===== src/rtl/bwseq_pkg.sv =====
package bwseq_pkg;
    typedef enum logic {
        ST_IDLE,
        ST_XFER
    } state_e;
endpackage


===== src/rtl/bwseq_waitreg.sv =====
module bwseq_waitreg #(
    parameter int FIELD_W = 2,
    parameter int AREAS   = 4,
    localparam int REG_W  = FIELD_W * AREAS
) (
    input  logic                          clk,
    input  logic                          rst_n,
    input  logic                          we,
    input  logic [REG_W-1:0]              wdata,
    output logic [AREAS-1:0][FIELD_W-1:0] fields
);
    logic [REG_W-1:0] reg_q;

    always_ff @(posedge clk) begin
        if (!rst_n)
            reg_q <= '1;
        else if (we)
            reg_q <= wdata;
    end

    for (genvar k = 0; k < AREAS; k++) begin : g_field
        assign fields[k] = reg_q[k*FIELD_W +: FIELD_W];
    end
endmodule


===== src/rtl/bwseq_len_calc.sv =====
module bwseq_len_calc #(
    parameter int FIELD_W = 2,
    parameter int AREAS   = 4,
    parameter int AREA_W  = 3,
    parameter int CNT_W   = 3
) (
    input  logic [AREA_W-1:0]             area,
    input  logic                          is_write,
    input  logic                          mux_mode,
    input  logic                          imem_wait,
    input  logic [AREAS-1:0][FIELD_W-1:0] fields,
    output logic [CNT_W-1:0]              len
);
    localparam logic [CNT_W-1:0] ONE   = CNT_W'(1);
    localparam logic [CNT_W-1:0] TWO   = CNT_W'(2);
    localparam logic [CNT_W-1:0] THREE = CNT_W'(3);

    logic [FIELD_W-1:0] field;
    logic [CNT_W-1:0]   field_len;

    assign field     = fields[area[AREA_W-2:0]];
    assign field_len = CNT_W'(field) + ONE;

    always_comb begin
        if (area[AREA_W-1]) begin
            if (mux_mode)
                len = (field < FIELD_W'(2)) ? THREE : field_len;
            else if (field == '0)
                len = is_write ? TWO : ONE;
            else
                len = field_len;
        end else if (area == '0) begin
            len = imem_wait ? TWO : ONE;
        end else begin
            len = TWO;
        end
    end
endmodule


===== src/rtl/bwseq_fsm.sv =====
module bwseq_fsm
    import bwseq_pkg::*;
#(
    parameter int CNT_W = 3
) (
    input  logic             clk,
    input  logic             rst_n,
    input  logic             req,
    input  logic [CNT_W-1:0] len_in,
    output logic             done,
    output logic [CNT_W-1:0] cycle_cnt,
    output logic             wait_active
);
    state_e           state_q;
    logic [CNT_W-1:0] cnt_q;
    logic [CNT_W-1:0] len_q;
    logic             last;
    logic             accept;

    assign last   = (state_q == ST_XFER) && (cnt_q == len_q);
    assign accept = req && ((state_q == ST_IDLE) || last);

    always_ff @(posedge clk) begin
        if (!rst_n) begin
            state_q <= ST_IDLE;
            cnt_q   <= '0;
            len_q   <= '0;
        end else begin
            unique case (state_q)
                ST_IDLE: begin
                    if (accept) begin
                        state_q <= ST_XFER;
                        cnt_q   <= CNT_W'(1);
                        len_q   <= len_in;
                    end
                end
                ST_XFER: begin
                    if (accept) begin
                        cnt_q <= CNT_W'(1);
                        len_q <= len_in;
                    end else if (last) begin
                        state_q <= ST_IDLE;
                        cnt_q   <= '0;
                    end else begin
                        cnt_q <= cnt_q + CNT_W'(1);
                    end
                end
                default: state_q <= ST_IDLE;
            endcase
        end
    end

    always_comb begin
        done        = 1'b0;
        wait_active = 1'b0;
        cycle_cnt   = cnt_q;
        unique case (state_q)
            ST_IDLE: cycle_cnt = '0;
            ST_XFER: begin
                done        = last;
                wait_active = !last;
            end
            default: ;
        endcase
    end
endmodule


===== src/rtl/bus_wait_seq.sv =====
module bus_wait_seq #(
    parameter int  FIELD_W   = 2,
    parameter int  EXT_AREAS = 4,
    localparam int REG_W     = FIELD_W * EXT_AREAS,
    localparam int AREA_W    = $clog2(EXT_AREAS) + 1,
    localparam int LEN_MAX   = 1 << FIELD_W,
    localparam int CNT_W     = $clog2(LEN_MAX + 1)
) (
    input  logic              clk,
    input  logic              rst_n,
    input  logic              cfg_we,
    input  logic [REG_W-1:0]  cfg_wdata,
    input  logic              bus_mux,
    input  logic              imem_wait,
    input  logic              req,
    input  logic              req_write,
    input  logic [AREA_W-1:0] req_area,
    output logic              done,
    output logic [CNT_W-1:0]  cycle_cnt,
    output logic              wait_active
);
    logic [EXT_AREAS-1:0][FIELD_W-1:0] fields;
    logic [CNT_W-1:0]                  len;

    bwseq_waitreg #(.FIELD_W(FIELD_W), .AREAS(EXT_AREAS)) u_reg (
        .clk    (clk),
        .rst_n  (rst_n),
        .we     (cfg_we),
        .wdata  (cfg_wdata),
        .fields (fields)
    );

    bwseq_len_calc #(
        .FIELD_W (FIELD_W),
        .AREAS   (EXT_AREAS),
        .AREA_W  (AREA_W),
        .CNT_W   (CNT_W)
    ) u_len (
        .area      (req_area),
        .is_write  (req_write),
        .mux_mode  (bus_mux),
        .imem_wait (imem_wait),
        .fields    (fields),
        .len       (len)
    );

    bwseq_fsm #(.CNT_W(CNT_W)) u_fsm (
        .clk         (clk),
        .rst_n       (rst_n),
        .req         (req),
        .len_in      (len),
        .done        (done),
        .cycle_cnt   (cycle_cnt),
        .wait_active (wait_active)
    );
endmodule


===== config.mk =====
export PLATFORM = sky130hd
export DESIGN_NAME = bus_wait_seq
export DESIGN_NICKNAME = d
export VERILOG_FILES = /design/src/rtl/bwseq_pkg.sv /design/src/rtl/bwseq_waitreg.sv /design/src/rtl/bwseq_len_calc.sv /design/src/rtl/bwseq_fsm.sv /design/src/rtl/bus_wait_seq.sv
export SDC_FILE = /design/constraint.sdc
export NUM_CORES = 1
export LEC_CHECK = 0
export BUFFER_PORTS_ARGS = -buffer_cell sky130_fd_sc_hd__buf_2
export CAP_MARGIN = 20
export CORE_MARGIN = 2
export CORE_UTILIZATION = 25
export DETAILED_ROUTE_END_ITERATION = 12
export PLACE_DENSITY_LB_ADDON = 0.08
export SYNTH_ARGS = -nofsm -noshare
export SYNTH_HDL_FRONTEND = slang
export SYNTH_SLANG_ARGS = --single-unit

===== constraint.sdc =====
create_clock -name clk -period 1.91 [get_ports clk]
set_input_delay 0.0955 -clock clk [delete_from_list [all_inputs] [get_ports clk]]
set_output_delay 0.0955 -clock clk [all_outputs]
set_load 0.05 [all_outputs]

==> results.cfg <==
[logic_synthesis]
synth_top_area_share_pct = 36.1
yosysSeqAreaShare_pct = 36.1
synth_nets = 104
syn_area_um2 = 832
yosys_warnings = 0
synth-simple-area-share_pct = 17.3
synth_cell_types = 27
synth-xor-area-share_pct = 5.86
synth_area_leader_cell = dfxtp_1
synthMuxAreaShare_pct = 18.6
netlist_instances = 82
synthTopCellsByArea = dfxtp_1 36%, mux2i_1 13%, ha_1 6.0%, xnor2_2 5.9%, mux4_2 5.4%
synth_top_family_by_area = multiplexers
synthAdderAreaFrac_pct = 6.02
synth_area_per_cell_um2 = 10.1
ys_seq_elements = 15
synth_compound_area_share_pct = 12.8

[die]
dieHeight_um = 61.7
die_area_mm2 = 0.00381
rows = 20
coreArea_mm2 = 0.00310
start_util_pct = 26.8
die_w_um = 61.7
ioPinCount = 23

[cells_and_area]
layout_common_cells = 22 x buf_2, 15 x dfxtp_1, 12 x nand2_1, 11 x mux2i_1, 5 x nor2b_1
antenna_cells = 0
area_delta_synth_final_pct = 21.5
finalNetCount = 128
fillers = 342
stdcell_count = 149
post_route_cells_drive_above_1_share_pct = 32.4
design_area_mm2 = 0.00101
final_common_cell = buf_2

[sta]
rsz0062_at_grt = false
skew_ps = 5.96
max_freq_mhz = 585
fin_crit_ps = 1710
fin_setup_tns_ps = 0
setup_viol = 0
tightestPinTransition_ps = 343
finalMaxSlewViolations = 0
maxSlewHeadroom_pct = 76.9
finalHoldViolations = 0
period_share_pct = 89.5

[pwr]
leakagePower_nw = 0.484
p_per_area_mw_per_mm2 = 714
vdd_ir_drop_max_mv = 0.315
total_power_mw = 0.722

[routing]
drt_pre_antenna_iters = 4
viasPerCell = 4.26
ant_nets = 0
num_vias = 635
wl_per_cell_um = 10.9
wl_mm = 1.62
initialDrtViolationCount = 29
drc = 0

[clock_tree]
clk_path_buf_depth = 2
clkTransAtPathRegs_ps = 90
cts_sinks = 15
post_cts_buffers = 0
root_buffer = clkbuf_4
clock_latency_ps = 280
h-tree-depth = 1
holdBufCountCts = 0
cts-resized-gates = 0
tritoncts.num_buffers = 3
cts_tree = done

[setup_path]
cp_cell_sequence = mux4_2, ha_1, o311a_1, o21ai_0, mux2i_1
cpPeakStageDelay_ps = 510
arrival_ps = 1880
crit_buf_inv = 0
slowest_stage = mux4_2
worstSetupPathType = flip-flop to flip-flop
r2r-start = u_reg.fields[7]
startpoint = u_reg.fields[7]
required_ps = 2080
cp_max_fo = 3
endpoint_kind = flip-flop
crit_family = multiplexers
critPathLaunchType = flip-flop

[placed_design]
place_area_um2 = 985
routabilityCongestion = 0.705
post-place-cells = 145
port-buffer-count = 22
dp_hpwl_mm = 1.26

[worst_hold_path]
hp-class = primary input to flip-flop
min_from = cfg_wdata[5]

[global_routing]
grt_pass1_wl_mm = 2.73
globalRoute.totalOverflow = 0
grt_max_degree = 20
antenna_found_initial = 0
groute.usage.overall_pct = 9.91
grt_pass1_vias = 634

[run_status]
status = finished, final reports clean

[run]
drv_cap = 0
==> layout make-up <==
class                      instances  area (µm²)  area share, %
timing repair buffer              22         110           10.9
sequential                        15         300           29.7
inverter                           4        15.0           1.49
clock buffer                       4        26.3           2.60
multi-input combinational         60         504           49.9
tap                               44        55.1           5.45
==> sequential cells by signal (all words and copies together) (netlist names) <==
register,cells
u_reg.fields,8
u_fsm.cnt_q,3
u_fsm.len_q,3
u_fsm.state_q,1
==> power breakdown <==
group	internal [mW]	total (mW)	switching, mW
clock network	0.0809	0.183	0.102
logic	0.0826	0.184	0.101
registers	0.335	0.355	0.0203
==> per-stage QoR <==
stage | utilization (%) | setup WS [ps] | hold slack (ps)
final | 32.6 | 201 | 24.5
after CTS | 32.6 | 194 | 14.3
after detailed placement | 31.7 | 213 | 314
after floorplan | - | 290 | 220
after global placement | 31.7 | 251 | 311
after global routing | 32.6 | 88.0 | 29.5
==> Yosys cell counts (all sizes together) <==
master,instances
a21boi,1
a2bb2oi,1
a31oi,3
a41o,1
and2,3
and3,1
buf,1
clkbuf,2
dfxtp,15
ha,4
inv,4
mux2i,11
mux4,2
nand2,12
nand2b,1
nand3,3
nor2,2
nor2b,5
nor4,1
o2111a,1
o21a,1
o21ai,2
o21bai,1
o311a,1
xnor2,3
==> routing by layer <==
layer	vias to the layer above	share of wire (%)	wire, µm	GRT usage, %
met4	0	1.1	17	5.47
met2	16	48	769	16.8
li1	332	-	-	-
met3	2	4.5	73	2.07
met1	285	47	757	11.6
met5	-	0	0	0
==> worst reg2reg max path: stages (launching register included) <==
cell and delay, ps:
dfxtp_1 320, mux4_2 510, ha_1 220, o311a_1 310
o21ai_0 160, mux2i_1 90
==> final timing paths <==
path                                         to  slack (ps)  cells after the start
worst min-delay path            u_reg.fields[5]          20                      3
worst max-delay path             u_fsm.len_q[0]         200                      5
worst max register to register   u_fsm.len_q[0]         200                      5
worst min register to register  u_reg.fields[5]         480                      2
==> cells by family (layout without fill, tap and decap cells) <==
group           count (synthesis)  in the layout
compound gates                 12             12
xor+xnor                        3              3
flops                          15             15
fa+ha+maj                       4              4
buf+inv                         7             30
simple gates                   28             28
mux                            13             13
Note: power is estimated with default switching activity, not from simulation.
